File: src/rtl/baud_gen_pkg.sv
// Shared definitions for the fractional baud tick generator.
// Assumes a two-bit register select and at most a 16x oversampling factor.
package baud_gen_pkg;

    localparam int CFG_AW      = 2;
    localparam int OS_FACTOR_W = 5;

    typedef enum logic [1:0] {
        OSR_X16  = 2'd0,
        OSR_X8   = 2'd1,
        OSR_X3   = 2'd2,
        OSR_RSVD = 2'd3
    } osr_sel_e;

    typedef enum logic [CFG_AW-1:0] {
        ADDR_WHOLE = 2'd0,
        ADDR_FRAC  = 2'd1,
        ADDR_PRE   = 2'd2,
        ADDR_OSR   = 2'd3
    } cfg_addr_e;

    // Maps an oversampling selection onto its factor; the reserved code falls back to 16.
    function automatic logic [OS_FACTOR_W-1:0] osr_factor(input osr_sel_e sel);
        case (sel)
            OSR_X8:  osr_factor = 5'd8;
            OSR_X3:  osr_factor = 5'd3;
            default: osr_factor = 5'd16;
        endcase
    endfunction

endpackage

File: src/rtl/baud_cfg_regs.sv
// Configuration registers of the baud tick generator.
// Takes a write only when the generator is disabled and the transmitter is idle.
// Refuses the reserved oversampling code, and refuses factor 3 while line coding is active.
module baud_cfg_regs
    import baud_gen_pkg::*;
#(
    parameter int INT_W  = 16,
    parameter int FRAC_W = 6,
    parameter int PRE_W  = 3
) (
    input  logic                 clk,
    input  logic                 rst_n,
    input  logic                 enable,
    input  logic                 tx_active,
    input  logic                 coded_mode,
    input  logic                 cfg_wr,
    input  logic [CFG_AW-1:0]    cfg_addr,
    input  logic [INT_W-1:0]     cfg_wdata,
    output logic [INT_W-1:0]     div_whole,
    output logic [FRAC_W-1:0]    div_frac,
    output logic [PRE_W-1:0]     pre_code,
    output osr_sel_e             osr_sel
);

    logic     wr_open;
    osr_sel_e osr_new;
    logic     osr_legal;

    // Decide whether this write may land and whether its oversampling code is legal.
    always_comb begin
        wr_open   = cfg_wr && !enable && !tx_active;
        osr_new   = osr_sel_e'(cfg_wdata[1:0]);
        osr_legal = (osr_new != OSR_RSVD) && !((osr_new == OSR_X3) && coded_mode);
    end

    // Hold the four configuration fields, updating the addressed one on an accepted write.
    always_ff @(posedge clk) begin
        if (!rst_n) begin
            div_whole <= '0;
            div_frac  <= '0;
            pre_code  <= '0;
            osr_sel   <= OSR_X16;
        end else if (wr_open) begin
            case (cfg_addr_e'(cfg_addr))
                ADDR_WHOLE: div_whole <= cfg_wdata;
                ADDR_FRAC:  div_frac  <= cfg_wdata[FRAC_W-1:0];
                ADDR_PRE:   pre_code  <= cfg_wdata[PRE_W-1:0];
                default: begin
                    if (osr_legal) begin
                        osr_sel <= osr_new;
                    end
                end
            endcase
        end
    end

endmodule

File: src/rtl/baud_prescaler.sv
// Integer prescaler that pulses once every (pre_code+1) clocks while enabled.
// Assumes the code is stable while enabled; disabling restarts the count.
module baud_prescaler #(
    parameter int PRE_W = 3
) (
    input  logic             clk,
    input  logic             rst_n,
    input  logic             enable,
    input  logic [PRE_W-1:0] pre_code,
    output logic             pre_tick
);

    logic [PRE_W-1:0] cnt_q;

    // Flag the last clock of each prescaled period.
    always_comb begin
        pre_tick = enable && (cnt_q == pre_code);
    end

    // Count clocks within a prescaled period, cleared when disabled.
    always_ff @(posedge clk) begin
        if (!rst_n || !enable) begin
            cnt_q <= '0;
        end else if (pre_tick) begin
            cnt_q <= '0;
        end else begin
            cnt_q <= cnt_q + 1'b1;
        end
    end

endmodule

File: src/rtl/baud_frac_div.sv
// Fractional divider that counts prescaled clocks into divisor periods.
// A period lasts the whole part, plus one when adding the fraction to the phase
// accumulator carries out. A zero whole part stops all periods.
module baud_frac_div #(
    parameter int INT_W  = 16,
    parameter int FRAC_W = 6
) (
    input  logic              clk,
    input  logic              rst_n,
    input  logic              enable,
    input  logic              pre_tick,
    input  logic [INT_W-1:0]  div_whole,
    input  logic [FRAC_W-1:0] div_frac,
    output logic              os_strobe
);

    localparam logic [INT_W:0] ONE_W = {{INT_W{1'b0}}, 1'b1};

    logic [INT_W-1:0]  cnt_q;
    logic [FRAC_W-1:0] acc_q;
    logic [FRAC_W:0]   acc_sum;
    logic              carry;
    logic              run;
    logic              period_end;

    // Work out this period's length from the accumulator carry and flag its last prescaled clock.
    always_comb begin
        acc_sum    = {1'b0, acc_q} + {1'b0, div_frac};
        carry      = acc_sum[FRAC_W];
        run        = enable && (div_whole != '0);
        period_end = (({1'b0, cnt_q} + ONE_W) == ({1'b0, div_whole} + {{INT_W{1'b0}}, carry}));
        os_strobe  = run && pre_tick && period_end;
    end

    // Advance the period counter and the phase accumulator, cleared when disabled.
    always_ff @(posedge clk) begin
        if (!rst_n || !enable) begin
            cnt_q <= '0;
            acc_q <= '0;
        end else if (run && pre_tick) begin
            if (period_end) begin
                cnt_q <= '0;
                acc_q <= acc_sum[FRAC_W-1:0];
            end else begin
                cnt_q <= cnt_q + 1'b1;
            end
        end
    end

endmodule

File: src/rtl/baud_os_counter.sv
// Counts oversample strobes and flags every factor-th one as the end of a bit.
// Assumes the selection is stable while enabled; disabling restarts the count.
module baud_os_counter
    import baud_gen_pkg::*;
(
    input  logic     clk,
    input  logic     rst_n,
    input  logic     enable,
    input  logic     os_strobe,
    input  osr_sel_e osr_sel,
    output logic     bit_strobe
);

    logic [OS_FACTOR_W-1:0] cnt_q;
    logic [OS_FACTOR_W-1:0] factor;
    logic                   last;

    // Detect the final oversample of a bit.
    always_comb begin
        factor     = osr_factor(osr_sel);
        last       = (cnt_q == (factor - 5'd1));
        bit_strobe = os_strobe && last;
    end

    // Count oversample strobes within a bit, cleared when disabled.
    always_ff @(posedge clk) begin
        if (!rst_n || !enable) begin
            cnt_q <= '0;
        end else if (os_strobe) begin
            cnt_q <= last ? '0 : cnt_q + 1'b1;
        end
    end

endmodule

File: src/rtl/baud_tick_gen.sv
// Top of the fractional baud tick generator: prescaler, fractional divider and
// oversample counter, with registered one-cycle tick outputs.
// Assumes configuration is written only while the generator is disabled.
module baud_tick_gen
    import baud_gen_pkg::*;
#(
    parameter int INT_W  = 16,
    parameter int FRAC_W = 6,
    parameter int PRE_W  = 3
) (
    input  logic              clk,
    input  logic              rst_n,
    input  logic              enable,
    input  logic              tx_active,
    input  logic              coded_mode,
    input  logic              cfg_wr,
    input  logic [CFG_AW-1:0] cfg_addr,
    input  logic [INT_W-1:0]  cfg_wdata,
    output logic              os_tick,
    output logic              bit_tick
);

    logic [INT_W-1:0]  div_whole_q;
    logic [FRAC_W-1:0] div_frac_q;
    logic [PRE_W-1:0]  pre_code_q;
    osr_sel_e          osr_sel_q;
    logic              pre_tick;
    logic              os_strobe;
    logic              bit_strobe;

    baud_cfg_regs #(.INT_W(INT_W), .FRAC_W(FRAC_W), .PRE_W(PRE_W)) i_cfg (
        .clk        (clk),
        .rst_n      (rst_n),
        .enable     (enable),
        .tx_active  (tx_active),
        .coded_mode (coded_mode),
        .cfg_wr     (cfg_wr),
        .cfg_addr   (cfg_addr),
        .cfg_wdata  (cfg_wdata),
        .div_whole  (div_whole_q),
        .div_frac   (div_frac_q),
        .pre_code   (pre_code_q),
        .osr_sel    (osr_sel_q)
    );

    baud_prescaler #(.PRE_W(PRE_W)) i_pre (
        .clk      (clk),
        .rst_n    (rst_n),
        .enable   (enable),
        .pre_code (pre_code_q),
        .pre_tick (pre_tick)
    );

    baud_frac_div #(.INT_W(INT_W), .FRAC_W(FRAC_W)) i_div (
        .clk       (clk),
        .rst_n     (rst_n),
        .enable    (enable),
        .pre_tick  (pre_tick),
        .div_whole (div_whole_q),
        .div_frac  (div_frac_q),
        .os_strobe (os_strobe)
    );

    baud_os_counter i_osc (
        .clk        (clk),
        .rst_n      (rst_n),
        .enable     (enable),
        .os_strobe  (os_strobe),
        .osr_sel    (osr_sel_q),
        .bit_strobe (bit_strobe)
    );

    // Register both ticks so that they leave the block glitch-free.
    always_ff @(posedge clk) begin
        if (!rst_n) begin
            os_tick  <= 1'b0;
            bit_tick <= 1'b0;
        end else begin
            os_tick  <= os_strobe;
            bit_tick <= bit_strobe;
        end
    end

endmodule

File: config.mk
export PLATFORM = sky130hd
export DESIGN_NAME = baud_tick_gen
export DESIGN_NICKNAME = d
export VERILOG_FILES = /design/src/rtl/baud_gen_pkg.sv /design/src/rtl/baud_cfg_regs.sv /design/src/rtl/baud_prescaler.sv /design/src/rtl/baud_frac_div.sv /design/src/rtl/baud_os_counter.sv /design/src/rtl/baud_tick_gen.sv
export SDC_FILE = /design/constraint.sdc
export NUM_CORES = 1
export LEC_CHECK = 0
export CORE_UTILIZATION = 60
export CTS_CLUSTER_SIZE = 25
export DETAILED_ROUTE_END_ITERATION = 10
export DONT_BUFFER_PORTS = 1
export PLACE_DENSITY = 0.85
export SLEW_MARGIN = 20
export SYNTH_ARGS = -nofsm -noshare
export SYNTH_HDL_FRONTEND = slang
export SYNTH_SLANG_ARGS = --single-unit
File: constraint.sdc
create_clock -name clk -period 7.3 [get_ports clk]
set_clock_uncertainty 0.15 [all_clocks]
set_input_delay 0.73 -clock clk [delete_from_list [all_inputs] [get_ports clk]]
set_output_delay 0.73 -clock clk [all_outputs]
set_load 0.02 [all_outputs]
==> impl_results.md <==
- Status: complete, no violations
- Top post-synthesis cells by area: dfxtp_1, xnor2_1, mux2i_1, nor2b_1, xor2_1
- Slowest-stage cell, CP: nor3_2
- Yosys cell types: 68
- CTS resizes: 0
- Clk network pwr share: 48.6%
- Synth top area share: a little over 30%
- Cell Chain, Critical Path: ha_1 > inv_1 > fa_1 > inv_1 > a21oi_1 > o21bai_1 > a21o_1 > a21o_1 > ha_1 > ha_1 > nand3_2 > nor4_4 > mux2_2 > a21oi_1 > o32ai_2 > nor3_2 > nor4b_2 > o21a_1
- Gate power share: 4.1%
- Worst EP arrival: 5.01 ns
- CORE AREA: between 0.006 and 0.007 sq mm
- Hold depth: 1
- Post-synthesis simple-gate area fraction: 29.46%
- Int Power: between 500 and 600 uW
- Req. time, crit path: between 7 and 8 ns
- CTS max path bufs: 2
- Root Buffer: clkbuf_8
- Post-Syn Area: around 0.0038 sq mm
- Post-CTS Hold Fix Bufs: 0
- IO Pins: 26
- Final worst setup slack: about 2.4 ns
- Switching share of power: 21.51%
- Iter 0 DRT Violations: 337
- PwrDens: roughly 170 mW/mm^2
- Largest net degree at the start of global routing: 32
- RSZ-0062 raised after global routing: no
- Crit-path most repeated cell: ha_1
- YS warnings: 0
- Height of the die: 81.60 microns
- CP max FO: 11
- CTS tree: built
- HP Class: reg2reg
- Async SR Flop Fraction: 0%
- Total Routing Usage GR: between 20% and 30%
- Setup violations, final: 0
- Yosys top cell by area: dfxtp_1
- Via Count: 3153
- Crit start category: register
- H-tree Lvls: 3
- Post-synthesis mux area share: 8.822%
- Gr ovfl total: 0
- Max-slew violation count: 0
- Post-Syn Nets: 459
- Worst vdd ir: between 0.0001 and 0.00015 V
- Util after Layout: around two thirds
- Worst Reg-to-Reg Cells: 18
- Pre-CTS WS: around 2.6 ns
- Placed cell count: 477
- Die area: roughly 0.0067 sq mm
- Sequential power share: 47.3%
- Clk sinks: 59
- Layout cell share with drive strength beyond 1: 10.07%
- Setup Buffers After CTS: 0
- Period utilization: ~67%
- Worst-Skew Late Latency: 0.35 ns
- Initial antenna violation count: 0
- FF-to-FF setup slack: 2.44 ns
- Diode count: 0
- Vias in the first global route: 3030
- Routed Wire Length: 9044 microns
- Reg2reg start: i_cfg.div_frac[0]$_SDFFE_PN0P_
- Clock period minus worst slack: a little under 5 ns
- Final HPWL DP: 6534 microns
- Max incr delay on CP: around 0.80 ns
- Core Rows: 28
- Avg Cell Area, Syn: 9.029 sq um
- Fillers: between 400 and 500
- XOR/XNOR share of the synthesized area: 14.91%
- Fin cells: between 400 and 500
- P_leak: 0.001502 uW
- Setup CP Type: reg2reg
- Worst setup EP type: register
- Max-Cap Viols: 0
- 1st-pass router iterations: 6
- Main combinational cell family by area after synthesis: simple AND/OR/NAND/NOR gates
- Area share of fa/ha/maj cells after synthesis: 4.806%
- Psw: 149.5 uW
- Worst rel slew slack: between 30 and 40%
- Initial Util: roughly 63%
- EDFF count, synth: 0
- Endpoint, Worst Hold: i_pre.cnt_q[0]$_SDFF_PP0_
- Clock buffer count from CTS: 9
- Drt wl/cell: 18.38 microns
- Worst slew pin tran: 0.9955 ns
- FMAX: 0.2058 GHz
- RR Endpoint: i_osc.cnt_q[3]$_SDFFE_PP0P_
- Post-synthesis compound-gate area fraction: roughly 7.2%
- First-pass GRT wire length: 14390 microns
- Die X: 81.60 microns
- Setup TNS: 0 ns
- Primary FF master, synth: dfxtp_1
- Design Power: 695.2 uW
- Clock Pin Slew Worst Setup and Hold Paths: 0.07 ns
- Seq/Total Area, Yosys: 31.07%
- Area grow syn2layout: 6.122%
- DRT antenna net count: 0
- Min-delay src: i_pre.cnt_q[0]$_SDFF_PP0_
- Final net count: 451
- Final hold vios: 0
- Input/output buffers: 0
- DRC viols: 0
- Seq cells post-synth: a little under 60
- GPL Wtd Cong: 0.8913
- Vias/cell: ~6.4
- Mapped Cells: 421
## power by group through the flow
| stage | clock network, uW | logic [uW] | registers, uW |
|---|---|---|---|
| 2_1_floorplan | 0 | 25.6 | 334 |
| 4_1_cts | 342 | 28.1 | 328 |
| 3_5_place_dp | 0 | 27.9 | 336 |
| 5_1_grt | 361 | 31.2 | 329 |
| 3_3_place_gp | 0 | 26.6 | 335 |
| 6_report | 338 | 28.5 | 329 |
## kinds of logic (layout without fill, tap and decap cells)
family	count (synthesis)	count (layout)
muxes	33	33
and+or+nand+nor	187	187
xor gates and xnor gates	60	60
adders and majority gates	14	14
DFF	59	59
buffers and inverters	30	26
AOI/OAI and AO/OA	38	38
## layer usage
layer | wire length [microns] | GRT usage (%) | part of all wire (%)
met4 | 277 | 15.26 | 3.1
met5 | 0 | 0 | 0
met3 | 592 | 6.889 | 6.5
met2 | 4357 | 47.33 | 48
met1 | 3817 | 36.18 | 42
## area by class of cell
| class | count | area (sq um) | share of cell area, % |
|---|---|---|---|
| Sequential cell | 59 | 1181 | 29.28 |
| Clock buffer | 11 | 151.4 | 3.753 |
| Inverter | 9 | 33.78 | 0.8375 |
| Timing Repair Buffer | 2 | 15.01 | 0.3722 |
| Clock inverter | 4 | 73.82 | 1.830 |
| Multi-Input combinational cell | 332 | 2485 | 61.60 |
| Tap cell | 75 | 93.84 | 2.326 |
## worst max-delay path by stage
| stage | start | endpoint | slack, ns | cells past startpoint |
|---|---|---|---|---|
| 3_3_place_gp | i_cfg.div_frac[0]$_SDFFE_PN0P_ | i_osc.cnt_q[3]$_SDFFE_PP0P_ | 2.85 | 18 |
| 4_1_cts | i_cfg.div_frac[0]$_SDFFE_PN0P_ | i_osc.cnt_q[3]$_SDFFE_PP0P_ | 2.50 | 18 |
| 3_5_place_dp | i_cfg.div_frac[0]$_SDFFE_PN0P_ | i_osc.cnt_q[3]$_SDFFE_PP0P_ | 2.56 | 18 |
| 6_report | i_cfg.div_frac[0]$_SDFFE_PN0P_ | i_osc.cnt_q[3]$_SDFFE_PP0P_ | 2.44 | 18 |
| 5_1_grt | i_cfg.div_frac[0]$_SDFFE_PN0P_ | i_osc.cnt_q[3]$_SDFFE_PP0P_ | 2.20 | 18 |
| 2_1_floorplan | i_cfg.div_frac[0]$_SDFFE_PN0P_ | i_osc.cnt_q[0]$_SDFFE_PP0P_ | 3.43 | 17 |
## state kept, by name, indices dropped and copies added, names as in the netlist
name and cells:
i_cfg.osr_sel 2, os_tick 1, i_cfg.div_whole 16, bit_tick 1, i_div.acc_q 6, i_cfg.div_frac 6, i_osc.cnt_q 5, i_div.cnt_q 16
i_pre.cnt_q 3, i_cfg.pre_code 3
## cell usage in the layout, fill, tap and decap left out, types with 3 or more instances in the layout
cell	n
or4_4	3
xnor2_1	38
ha_1	13
a21o_1	3
clkbuf_8	11
nor2_1	38
and3_1	12
xor2_1	19
dfxtp_1	59
and4_1	4
inv_1	9
nand2_1	29
o21ai_0	4
nor4_1	10
nand4_1	10
xnor3_1	3
nor3_1	4
nor2b_1	28
o31ai_1	3
nand3_1	18
a21oi_1	9
mux2i_1	31
## synth_stat cells (all sizes together), types with 2 or more instances
library cell,number
a211oi,2
a21boi,2
a21o,3
a21oi,9
and2,3
and3,12
and4,4
buf,13
clkbuf,8
dfxtp,59
ha,13
inv,9
mux2i,32
nand2,29
nand2b,2
nand3,19
nand3b,2
nand4,13
nor2,40
nor2b,28
nor3,6
nor3b,3
nor4,13
nor4b,2
o21a,2
o21ai,6
o21bai,2
o22ai,2
o31ai,3
or4,4
xnor2,38
xnor3,3
xor2,19
## critical path, delay by kind of cell, from the launching register on
family	cells	cell delay [ns]
buf+inv	2	0.13
simple gates	4	1.69
fa+ha+maj	4	1.02
mux	1	0.38
flops	1	0.34
compound gates	7	1.10
## metrics by stage
| stage | hold slack [ns] | area, sq um |
|---|---|---|
| floorplan | 0.2796 | 3801 |
| global placement | 0.2956 | 3809 |
| detailed placement | 0.2991 | 3809 |
| CTS | 0.3140 | 4034 |
| global route | 0.3252 | 4034 |
| finish | 0.3108 | 4034 |
Note: power is estimated with default switching activity, not from simulation.
